==> config.mk <==
export PLATFORM = sky130hd
export DESIGN_NAME = spi_op_seq
export DESIGN_NICKNAME = d
export VERILOG_FILES = /design/src/rtl/spi_seq_pkg.sv /design/src/rtl/spi_seq_fifo.sv /design/src/rtl/spi_seq_ctrl.sv /design/src/rtl/spi_seq_dp.sv /design/src/rtl/spi_op_seq.sv
export SDC_FILE = /design/constraint.sdc
export NUM_CORES = 1
export LEC_CHECK = 0
export ABC_AREA = 1
export BUFFER_PORTS_ARGS = -buffer_cell sky130_fd_sc_hd__buf_4
export CAP_MARGIN = 20
export CORE_MARGIN = 2
export CORE_UTILIZATION = 25
export CTS_CLUSTER_DIAMETER = 40
export DETAILED_ROUTE_END_ITERATION = 8
export GPL_TIMING_DRIVEN = 1
export SLEW_MARGIN = 20
export SYNTH_ARGS = -nofsm -noshare
export SYNTH_HDL_FRONTEND = slang
export SYNTH_SLANG_ARGS = --single-unit
==> constraint.sdc <==
create_clock -name clk -period 7.6 [get_ports clk]
set_clock_uncertainty 0.15 [all_clocks]
set_input_delay 0.76 -clock clk [delete_from_list [all_inputs] [get_ports clk]]
set_output_delay 0.76 -clock clk [all_outputs]
set_load 0.02 [all_outputs]
==> src/rtl/spi_seq_pkg.sv <==
package spi_seq_pkg;

  localparam int OP_W  = 5;
  localparam int LEN_W = 9;
  localparam int CMD_W = OP_W + LEN_W;

  typedef enum logic [1:0] {LANE1 = 2'd0, LANE2 = 2'd1, LANE4 = 2'd2} laneT;
  typedef enum logic [1:0] {K_NOP, K_CSHI, K_CSLO, K_XFER} kindT;

  typedef struct packed {
    kindT kind;
    logic isTx;
    logic turn;
    laneT lanes;
  } opInfoT;

  // strobes from control to datapath
  typedef struct packed {
    logic csHi;
    logic csLo;
    logic setOe;
    logic clrOe;
    logic loadByte;
    logic shiftOut;
    logic shiftIn;
    logic sckHi;
    logic sckLo;
    logic pushRx;
    laneT lanes;
  } strobeT;

  function automatic opInfoT decodeOp(input logic [OP_W-1:0] op);
    opInfoT d;
    d.kind  = K_NOP;
    d.isTx  = 1'b0;
    d.turn  = 1'b0;
    d.lanes = LANE1;
    case (op)
      5'h00: d.kind = K_CSHI;
      5'h01: d.kind = K_CSLO;
      5'h08, 5'h09, 5'h0A: begin
        d.kind  = K_XFER;
        d.isTx  = 1'b1;
        d.lanes = (op == 5'h08) ? LANE1 : (op == 5'h09) ? LANE2 : LANE4;
      end
      5'h0C, 5'h0E, 5'h0F: begin
        d.kind  = K_XFER;
        d.lanes = (op == 5'h0C) ? LANE1 : (op == 5'h0E) ? LANE2 : LANE4;
      end
      5'h10, 5'h11, 5'h12, 5'h13, 5'h14, 5'h15, 5'h16, 5'h17, 5'h18: begin
        d.kind  = K_XFER;
        d.isTx  = 1'b1;
        d.turn  = 1'b1;
        d.lanes = (op < 5'h13) ? LANE1 : (op < 5'h16) ? LANE2 : LANE4;
      end
      default: d.kind = K_NOP;
    endcase
    return d;
  endfunction

  function automatic logic [3:0] laneMask(input laneT l);
    case (l)
      LANE1:   return 4'b0001;
      LANE2:   return 4'b0011;
      default: return 4'b1111;
    endcase
  endfunction

  function automatic logic [2:0] finalBeat(input laneT l);
    case (l)
      LANE1:   return 3'd7;
      LANE2:   return 3'd3;
      default: return 3'd1;
    endcase
  endfunction

endpackage

==> src/rtl/spi_seq_fifo.sv <==
module spi_seq_fifo #(
  parameter int W     = 8,
  parameter int DEPTH = 16
) (
  input  logic         clk,
  input  logic         rstN,
  input  logic         push,
  input  logic [W-1:0] wdata,
  input  logic         pop,
  output logic [W-1:0] rdata,
  output logic         full,
  output logic         empty
);
  localparam int AW = (DEPTH > 1) ? $clog2(DEPTH) : 1;
  localparam int CW = $clog2(DEPTH + 1);
  localparam logic [AW-1:0] LAST_PTR = AW'(DEPTH - 1);

  logic [W-1:0]  mem [DEPTH];
  logic [AW-1:0] wrPtr, rdPtr;
  logic [CW-1:0] count;
  logic          doPush, doPop;

  assign full   = (count == CW'(DEPTH));
  assign empty  = (count == '0);
  assign doPush = push && !full;
  assign doPop  = pop && !empty;
  assign rdata  = mem[rdPtr];

  always_ff @(posedge clk) begin
    if (doPush) mem[wrPtr] <= wdata;
  end

  always_ff @(posedge clk or negedge rstN) begin
    if (!rstN) begin
      wrPtr <= '0;
      rdPtr <= '0;
      count <= '0;
    end else begin
      if (doPush) wrPtr <= (wrPtr == LAST_PTR) ? '0 : wrPtr + 1'b1;
      if (doPop)  rdPtr <= (rdPtr == LAST_PTR) ? '0 : rdPtr + 1'b1;
      case ({doPush, doPop})
        2'b10:   count <= count + 1'b1;
        2'b01:   count <= count - 1'b1;
        default: count <= count;
      endcase
    end
  end
endmodule

==> src/rtl/spi_seq_ctrl.sv <==
module spi_seq_ctrl
  import spi_seq_pkg::*;
#(
  parameter int SCK_HALF = 2
) (
  input  logic             clk,
  input  logic             rstN,
  input  logic             runEn,
  input  logic             cmdValid,
  input  logic [CMD_W-1:0] cmdWord,
  input  logic             dataAvail,
  input  logic             dataRoom,
  output logic             cmdPop,
  output logic             busy,
  output strobeT           stb
);
  typedef enum logic [1:0] {ST_IDLE, ST_LOAD, ST_LOW, ST_HIGH} stateT;
  localparam int TMR_W = (SCK_HALF > 1) ? $clog2(SCK_HALF) : 1;
  localparam logic [TMR_W-1:0] TMR_END = TMR_W'(SCK_HALF - 1);

  stateT            state, stateNxt;
  logic [TMR_W-1:0] tmr, tmrNxt;
  logic [2:0]       beat, beatNxt;
  logic [LEN_W-1:0] remain, remainNxt;
  logic             curTx, curTxNxt, curTurn, curTurnNxt;
  laneT             curLanes, curLanesNxt;
  opInfoT           info;
  logic [LEN_W-1:0] cmdLen;
  logic             tmrDone, lastBeat;

  assign info     = decodeOp(cmdWord[CMD_W-1 -: OP_W]);
  assign cmdLen   = cmdWord[LEN_W-1:0];
  assign tmrDone  = (tmr == TMR_END);
  assign lastBeat = (beat == finalBeat(curLanes));
  assign busy     = (state != ST_IDLE);

  always_comb begin
    stateNxt    = state;
    tmrNxt      = tmr;
    beatNxt     = beat;
    remainNxt   = remain;
    curTxNxt    = curTx;
    curTurnNxt  = curTurn;
    curLanesNxt = curLanes;
    cmdPop      = 1'b0;
    stb         = '0;
    stb.lanes   = curLanes;
    case (state)
      ST_IDLE: begin
        if (runEn && cmdValid) begin
          cmdPop = 1'b1;
          case (info.kind)
            K_CSHI: stb.csHi = 1'b1;
            K_CSLO: stb.csLo = 1'b1;
            K_XFER: begin
              if (cmdLen != '0) begin
                curTxNxt    = info.isTx;
                curTurnNxt  = info.turn;
                curLanesNxt = info.lanes;
                remainNxt   = cmdLen;
                stb.lanes   = info.lanes;
                stb.setOe   = info.isTx;
                stb.clrOe   = !info.isTx;
                stateNxt    = ST_LOAD;
              end
            end
            default: ;
          endcase
        end
      end
      ST_LOAD: begin
        if (curTx ? dataAvail : dataRoom) begin
          stb.loadByte = curTx;
          tmrNxt       = '0;
          beatNxt      = '0;
          stateNxt     = ST_LOW;
        end
      end
      ST_LOW: begin
        if (tmrDone) begin
          tmrNxt      = '0;
          stb.sckHi   = 1'b1;
          stb.shiftIn = !curTx;
          stateNxt    = ST_HIGH;
        end else begin
          tmrNxt = tmr + 1'b1;
        end
      end
      ST_HIGH: begin
        if (tmrDone) begin
          tmrNxt    = '0;
          stb.sckLo = 1'b1;
          if (lastBeat) begin
            stb.pushRx = !curTx;
            remainNxt  = remain - 1'b1;
            if (remain == LEN_W'(1)) begin
              stb.clrOe = curTurn;
              stateNxt  = ST_IDLE;
            end else begin
              stateNxt = ST_LOAD;
            end
          end else begin
            stb.shiftOut = curTx;
            beatNxt      = beat + 1'b1;
            stateNxt     = ST_LOW;
          end
        end else begin
          tmrNxt = tmr + 1'b1;
        end
      end
      default: stateNxt = ST_IDLE;
    endcase
  end

  always_ff @(posedge clk or negedge rstN) begin
    if (!rstN) begin
      state    <= ST_IDLE;
      tmr      <= '0;
      beat     <= '0;
      remain   <= '0;
      curTx    <= 1'b0;
      curTurn  <= 1'b0;
      curLanes <= LANE1;
    end else begin
      state    <= stateNxt;
      tmr      <= tmrNxt;
      beat     <= beatNxt;
      remain   <= remainNxt;
      curTx    <= curTxNxt;
      curTurn  <= curTurnNxt;
      curLanes <= curLanesNxt;
    end
  end
endmodule

==> src/rtl/spi_seq_dp.sv <==
module spi_seq_dp
  import spi_seq_pkg::*;
(
  input  logic       clk,
  input  logic       rstN,
  input  strobeT     stb,
  input  logic [7:0] txByte,
  input  logic [3:0] ioIn,
  output logic       sck,
  output logic       csN,
  output logic [3:0] ioOut,
  output logic [3:0] ioOe,
  output logic [7:0] rxByte
);
  logic [7:0] shReg, shInVal, shOutVal;

  always_comb begin
    case (stb.lanes)
      LANE1: begin
        ioOut    = {3'b000, shReg[7]};
        shInVal  = {shReg[6:0], ioIn[1]};
        shOutVal = {shReg[6:0], 1'b0};
      end
      LANE2: begin
        ioOut    = {2'b00, shReg[7:6]};
        shInVal  = {shReg[5:0], ioIn[1:0]};
        shOutVal = {shReg[5:0], 2'b00};
      end
      default: begin
        ioOut    = shReg[7:4];
        shInVal  = {shReg[3:0], ioIn[3:0]};
        shOutVal = {shReg[3:0], 4'b0000};
      end
    endcase
  end

  assign rxByte = shReg;

  always_ff @(posedge clk or negedge rstN) begin
    if (!rstN) begin
      sck   <= 1'b0;
      csN   <= 1'b1;
      ioOe  <= 4'b0000;
      shReg <= 8'h00;
    end else begin
      if (stb.sckHi)      sck <= 1'b1;
      else if (stb.sckLo) sck <= 1'b0;
      if (stb.csHi)       csN <= 1'b1;
      else if (stb.csLo)  csN <= 1'b0;
      if (stb.setOe)      ioOe <= laneMask(stb.lanes);
      else if (stb.clrOe) ioOe <= 4'b0000;
      if (stb.loadByte)      shReg <= txByte;
      else if (stb.shiftIn)  shReg <= shInVal;
      else if (stb.shiftOut) shReg <= shOutVal;
    end
  end
endmodule

==> src/rtl/spi_op_seq.sv <==
module spi_op_seq
  import spi_seq_pkg::*;
#(
  parameter int CMD_DEPTH  = 16,
  parameter int DATA_DEPTH = 16,
  parameter int SCK_HALF   = 2,
  parameter int MANUAL_KEY = 9
) (
  input  logic             clk,
  input  logic             rstN,
  input  logic [3:0]       modeSel,
  input  logic             manualEn,
  input  logic [CMD_W-1:0] cmdWord,
  input  logic             cmdPush,
  output logic             cmdFull,
  output logic             cmdEmpty,
  input  logic [7:0]       dataWr,
  input  logic             dataPush,
  output logic             dataFull,
  output logic             dataEmpty,
  output logic [7:0]       dataRd,
  input  logic             dataPop,
  output logic             spiSck,
  output logic             spiCsN,
  output logic [3:0]       spiIoOut,
  output logic [3:0]       spiIoOe,
  input  logic [3:0]       spiIoIn
);
  logic             runEn, cmdQEmpty, cmdPop, busy;
  logic [CMD_W-1:0] cmdHead;
  strobeT           stb;
  logic [7:0]       rxByte, dataIn;
  logic             dPush, dPop;

  assign runEn    = manualEn && (modeSel == 4'(MANUAL_KEY));
  assign cmdEmpty = cmdQEmpty && !busy;
  // engine push has priority over a host push
  assign dPush    = stb.pushRx || (dataPush && !dataFull);
  assign dataIn   = stb.pushRx ? rxByte : dataWr;
  assign dPop     = stb.loadByte || dataPop;

  spi_seq_fifo #(.W(CMD_W), .DEPTH(CMD_DEPTH)) cmdQ_i (
    .clk(clk), .rstN(rstN), .push(cmdPush), .wdata(cmdWord),
    .pop(cmdPop), .rdata(cmdHead), .full(cmdFull), .empty(cmdQEmpty)
  );

  spi_seq_fifo #(.W(8), .DEPTH(DATA_DEPTH)) dataQ_i (
    .clk(clk), .rstN(rstN), .push(dPush), .wdata(dataIn),
    .pop(dPop), .rdata(dataRd), .full(dataFull), .empty(dataEmpty)
  );

  spi_seq_ctrl #(.SCK_HALF(SCK_HALF)) ctrl_i (
    .clk(clk), .rstN(rstN), .runEn(runEn), .cmdValid(!cmdQEmpty),
    .cmdWord(cmdHead), .dataAvail(!dataEmpty), .dataRoom(!dataFull),
    .cmdPop(cmdPop), .busy(busy), .stb(stb)
  );

  spi_seq_dp dp_i (
    .clk(clk), .rstN(rstN), .stb(stb), .txByte(dataRd), .ioIn(spiIoIn),
    .sck(spiSck), .csN(spiCsN), .ioOut(spiIoOut), .ioOe(spiIoOe), .rxByte(rxByte)
  );
endmodule

==> results.md, run 1 <==
* Tot GR Track Use at 11.8%
* DR iter-0 viols at 1163
* Max-cap viol count at 0
* Latest clock arrival within the worst-skew pair at 0.60 ns
* Top_reg_cell synth: edfxtp_1
* Final hold viol count at 0
* Max Clk Rate at 0.195 GHz
* CP Capture Type: primary output
* Reg2Reg Depth at 17
* RSZ-0062 raised after global routing: false
* Total chip power at 7.62 mW
* DRC Markers at 0
* Netlist cell types at 48
* Core Footprint at 72800 sq um
* CP Launch Type: register
* Critical path startpoint: cmdQ_i.rdPtr[0]
* CP Class: reg -> out
* Htree depth at 2
* CTS Sinks at 410
* Worst setup path end: spiIoOut[0]
* Die Y-Extent at 275 um
* Row count at 99
* Count leader, synth: nand2_1
* Post-Route WL at 44600 um
* Post-synth EDFFs at 352
* ANT cells at 0
* CP max FO at 69
* Synth top area cells: edfxtp_1 58%, nand2_1 8.1%, dfrtp_1 7.8%
* Hold_ws at 0.109 ns
* Avg Vias per Cell at 4.49
* Global-route wire length before repair at 69600 um
* Vias in the first global route at 12200
* Crit share post-route at 67.6%
* Status: complete, no violations
* Cell taking the most area after synthesis: edfxtp_1
* Initial antenna violation count at 1
* CTS resizes at 0
* IO Port Bufs at 57
* Largest net degree at the start of global routing at 113
* Worst r2r src: cmdQ_i.rdPtr[0]
* Post-DP HPWL at 27100 um
* GPL Wtd Cong at 0.855
* Die width at 275 um
* Netlist area before placement at 18300 sq um
* ANT nets after route at 0
* Area growth syn-to-layout at 17.1%
* Drt first pass iters at 5
* DR WL/cell at 15.8 um
* Worst vdd ir at 0.000293 V
* Final core utilization at 29.5%
* Commonest cells in the netlist: 398 x nand2_1, 352 x edfxtp_1, 254 x nor2_1
* Max Transition Viols Final at 0
* Min-delay worst type: in -> async
* WP data required at 6.69 ns
* Via count at 12700
* Yosys Warn Count at 0
* Die ar. at 75600 sq um
* Syn Inst Count at 1761
* Max clock buf depth at 3
* Fraction of registers with async set/reset at 14.1%
* Clk Tree Root Cell: clkbuf_16
* Sequential share of the synthesized area at 65.5%
* Hold Buf Count CTS at 0
* P_leak at 8.27 nW
* Overflow after GRT at 0
* Share of cells above drive strength 1 at 10.9%
* Seq cells post-synth at 410
* Clock slew at reported path FFs at 0.06 ns
* RR Endpoint: ctrl_i.remain[4]
* Post-CTS setup buffers at 0
* TritonCTS clock tree: done
* Nets@finish at 1889
* Post-Syn Nets at 1824
* Setup tns final at 0 ns
* Mean Syn Cell Area at 10.4 sq um
* Slew @ Worst Pin at 1.07 ns
* Initial Util at 25.2%
* Area share of the largest cell type after synthesis at 57.6%
* Min Clock Period, post-route at 5.14 ns
* Power Density at 354 nW/um^2
* I/O Pins at 58
* Setup Viol. Count Final at 0
* Reg2reg setup slack at 3.58 ns
* TritonCTS Buffers at 53
* Worst EP arrival at 4.23 ns
* Max_slew headroom at 28.5%
==> cells by family (layout without fill, tap and decap cells) <==
logic type	Yosys count	count (layout)	share of synthesized area [%]
AND/OR/NAND/NOR	814	814	18.4
flip-flops	410	410	65.5
adder cells (fa/ha/maj)	27	27	1.92
AO/OA/AOI/OAI	256	256	7.89
XOR/XNOR	11	11	0.525
buffers and inverters	243	347	5.76
==> stage by stage <==
step                area, sq um  instances  worst slack (ns)
floorplan                 18300       1761              4.30
global placement          19800       2729              3.11
detailed placement        19800       2730              2.96
CTS                       21500       2824              2.34
global route              21500       2824              2.06
finish                    21500       2824              2.46
==> per-layer routing <==
layer	vias up	track usage, %	share of wire [%]
li1	6128	-	-
met1	6067	15.9	45
met2	396	19.2	46
met3	75	2.30	6.8
met4	0	3.66	2.2
met5	-	0	0
==> how the worst min path moves through the flow <==
| stage | to | startpoint | depth (start not counted) |
|---|---|---|---|
| after floorplan | cmdQ_i.count[4] | cmdQ_i.count[4] | 1 |
| after global placement | cmdQ_i.count[4] | cmdQ_i.count[4] | 1 |
| final | dataQ_i.rdPtr[0] | rstN | 1 |
| after CTS | dp_i.rxByte[5] | rstN | 1 |
| after detailed placement | cmdQ_i.count[4] | cmdQ_i.count[4] | 1 |
| after global routing | dp_i.rxByte[5] | rstN | 1 |
==> cell type report <==
| type | instances | area, sq um |
|---|---|---|
| tap | 959 | 1200 |
| clock buffer | 59 | 1350 |
| inverter | 172 | 656 |
| timing repair buffer | 81 | 616 |
| fill | 7424 | 51300 |
| sequential | 410 | 12000 |
| multi-input combinational | 1108 | 5290 |
| clock inverter | 35 | 355 |
==> worst max-delay path, stage by stage (launching register included) <==
cell,delay (ns)
dfrtp_4,0.80
buf_4,0.69
nor2_1,0.11
nor2_1,0.11
o21ai_1,0.08
nand2_1,0.09
nand2_1,0.06
nand2_1,0.09
clkinv_1,0.06
nand2_1,0.16
inv_1,0.09
nand2_1,0.08
nand2_1,0.08
nand2_2,0.09
nand3_2,0.16
nand3_4,0.13
nand2_1,0.07
nand2_2,0.19
nand2_2,0.10
o221ai_1,0.17
buf_4,0.18
==> placed cells by master (no fill, tap or decap), drive strengths merged, types with 3 or more instances in the layout <==
master,instances
ha,25
dfrtp,57
nand3,128
inv,181
o21ai,176
or2,3
a31oi,4
clkinv,19
o221ai,18
a21oi,16
nand4,8
clkbuf,59
edfxtp,352
nand2,406
xor2,7
buf,81
nor2,260
o22ai,21
nor3,3
xnor2,4
clkinvlp,4
bufinv,3
o211ai,12
==> power breakdown <==
group	switching, mW	internal [mW]
clock network	0.998	1.41
logic	1.59	0.682
registers	0.186	2.76
total	2.77	4.85
==> registers in the layout (all words and copies together), names as in the netlist, 2 cells and up <==
signal / cells
cmdQ_i.count: 5
cmdQ_i.mem: 224
cmdQ_i.rdPtr: 4
cmdQ_i.wrPtr: 4
ctrl_i.beat: 3
ctrl_i.curLanes: 2
ctrl_i.remain: 9
ctrl_i.state: 2
dataQ_i.count: 5
dataQ_i.mem: 128
dataQ_i.rdPtr: 4
dataQ_i.wrPtr: 4
dp_i.ioOe: 3
dp_i.rxByte: 8
(Power assumes the default switching activity.)
==> inputs of run 2 (changes only) <==
--- a/config.mk
+++ b/config.mk
@@ -5,7 +5,7 @@
 export SDC_FILE = /design/constraint.sdc
 export NUM_CORES = 1
 export LEC_CHECK = 0
-export ABC_AREA = 1
+export ABC_AREA = 0
 export BUFFER_PORTS_ARGS = -buffer_cell sky130_fd_sc_hd__buf_4
 export CAP_MARGIN = 20
 export CORE_MARGIN = 2
==> constraint.sdc (replaced) <==
create_clock -name clk -period 4.84 [get_ports clk]
set_clock_uncertainty 0.15 [all_clocks]
set_input_delay 0.484 -clock clk [delete_from_list [all_inputs] [get_ports clk]]
set_output_delay 0.484 -clock clk [all_outputs]
set_load 0.02 [all_outputs]
==> results.md, run 2 <==
* Crit share post-route at 97.1%
* Fraction of registers with async set/reset at 14.1%
* Inst Count DP at 1975
* Post-synth EDFFs at 352
* Final core utilization at 31.2%
* Cell Count, Final, Fillers Out at 2107
* Seq cells post-synth at 410
* Drt first pass iters at 7
* Most frequent cells in the layout: 352 x edfxtp_1, 95 x mux4_2, 92 x buf_4
* Sequential share of the synthesized area at 69.2%
* Max_slew headroom at 29.9%
* Post-Syn Nets at 1063
* Vias in the first global route at 9787
* Max Transition Viols Final at 0
* Nets@finish at 1188
* CP Class: reg -> out
* Slew @ Worst Pin at 1.05 ns
* Netlist cell types at 64
* Area share of the largest cell type after synthesis at 60.8%
* CP Launch Type: register
* Die Y-Extent at 268 um
* Mean Syn Cell Area at 17.4 sq um
* Die ar. at 71700 sq um
* Post-Route WL at 40800 um
* Max clock buf depth at 3
* DRC Markers at 0
* RSZ-0062 raised after global routing: false
* DR iter-0 viols at 763
* Commonest non-fill, non-tap cell in the layout: edfxtp_1
* Max Clk Rate at 0.213 GHz
* Initial antenna violation count at 4
* Count leader, synth: edfxtp_1
* Global-route wire length before repair at 61500 um
* Core Footprint at 68700 sq um
* Commonest cells in the netlist: 352 x edfxtp_1, 95 x mux4_2, 63 x nand2_1
* IO Port Bufs at 57
* TritonCTS Buffers at 66
* Latest clock arrival within the worst-skew pair at 0.59 ns
* Power Density at 601 nW/um^2
* Via count at 9526
* CTS Sinks at 410
* Area growth syn-to-layout at 23.3%
* Tot GR Track Use at 11.6%
* ANT cells at 0
* Top_reg_cell synth: edfxtp_1
* Yosys Warn Count at 0
* Htree depth at 3
* Overflow after GRT at 0
* Min Clock Period, post-route at 4.70 ns
* Share of cells above drive strength 1 at 29.3%
* Setup tns final at 0 ns
* CP max FO at 15
* DR WL/cell at 19.4 um
* Max-cap viol count at 0
* I/O Pins at 58
* Synth top area cells: edfxtp_1 61%, mux4_2 12%, dfrtp_1 8.2%
* Number of fill cells at 6706
* Min-delay worst type: in -> reg
* Top flop regs: cmdQ_i.mem (224), dataQ_i.mem (128), ctrl_i.remain (9)
* Die width at 268 um
* TritonCTS clock tree: done
* Syn Inst Count at 1000
* Final hold viol count at 0
* Status: complete, no violations
* Max FFs per register at 224
* Worst EP arrival at 4.06 ns
* Worst vdd ir at 0.000248 V
* Clock slew at reported path FFs at 0.06 ns
* Placed Area at 19000 sq um
* Post-DP HPWL at 25800 um
* Largest net degree at the start of global routing at 59
* GPL Wtd Cong at 0.776
* Clk Tree Root Cell: clkbuf_16
* Avg Vias per Cell at 4.52
* Initial Util at 25.3%
* Cell taking the most area after synthesis: edfxtp_1
* Netlist area before placement at 17400 sq um
* WP data required at 4.21 ns
* ANT nets after route at 0
* Post-route cell area at 21400 sq um
* Largest Register: cmdQ_i.mem
* Row count at 96
* Setup Viol. Count Final at 0
* CP Capture Type: primary output
* P_leak at 7.30 nW
[run 2: metrics by stage]
stage / power, mW / worst slack [ns] / hold WS, ns
floorplan: 7.10 / 0.977 / 0.0384
global placement: 8.15 / 0.491 / 0.323
detailed placement: 8.23 / 0.441 / 0.320
CTS: 12.9 / 0.0206 / 0.00223
global route: 13.5 / 0.0584 / 0.0223
finish: 12.9 / 0.142 / 0.0365
[run 2: cells by family after synthesis]
logic type	share of synthesized area, %
buf+inv	2.11
xor+xnor	0.856
fa+ha+maj	2.03
flops	69.2
mux	15.1
simple gates	6.00
compound gates	4.74
[run 2: final cells by class]
cell class,instances,area (sq um),share of cell area (%)
clock inverters,49,531,2.48
repair buffers,102,850,3.96
clock buffers,70,1690,7.88
inverters,31,116,0.543
multi-input cells,514,5050,23.6
well taps,931,1160,5.43
flip-flops and latches,410,12000,56.1
[run 2: final timing paths]
check	start	cells past startpoint	slack [ns]	end
worst max-delay path	cmdQ_i.rdPtr[1]	13	0.14	spiIoOut[0]
max in group asynchronous	rstN	2	3.51	cmdQ_i.rdPtr[1]
worst min register to register	ctrl_i.curTurn	2	0.33	ctrl_i.curTurn
min in group asynchronous	rstN	2	0.38	cmdQ_i.wrPtr[0]
worst max register to register	ctrl_i.curLanes[0]	17	0.91	dataQ_i.count[4]
worst min-delay path	spiIoIn[2]	3	0.04	dp_i.rxByte[2]
[run 2: worst max-delay path, stage by stage, from the launching register on]
cell and delay [ns]:
dfrtp_4 0.49, buf_12 0.15, buf_12 0.15, buf_12 0.16, mux4_2 0.29, a22o_1 0.25, nor2_1 0.29, and4_1 0.29
and3_1 0.26, a211o_4 0.16, mux2_4 0.35, mux2i_1 0.15, o21ai_2 0.30, buf_4 0.20
[run 2: where the power goes]
group / switching, mW / internal [mW]
logic: 1.95 / 1.55
registers: 0.371 / 4.36
clock network: 1.77 / 2.87
[run 2: metal layers]
metal | up-vias | global-route usage (%) | wire length (um)
li1 | 4249 | - | -
met1 | 4929 | 15.3 | 18000
met2 | 280 | 18.5 | 19300
met3 | 60 | 3.15 | 2650
met4 | 8 | 3.56 | 725
met5 | - | 0 | 46
[run 2: timing repair]
action,CTS,global route
gates resized for setup,3,11
pin swaps,0,4
gates cloned,0,0
setup buffers,1,10
endpoints found under the hold margin,58,0
hold buffers,2,0
endpoints found under the setup margin,1,1
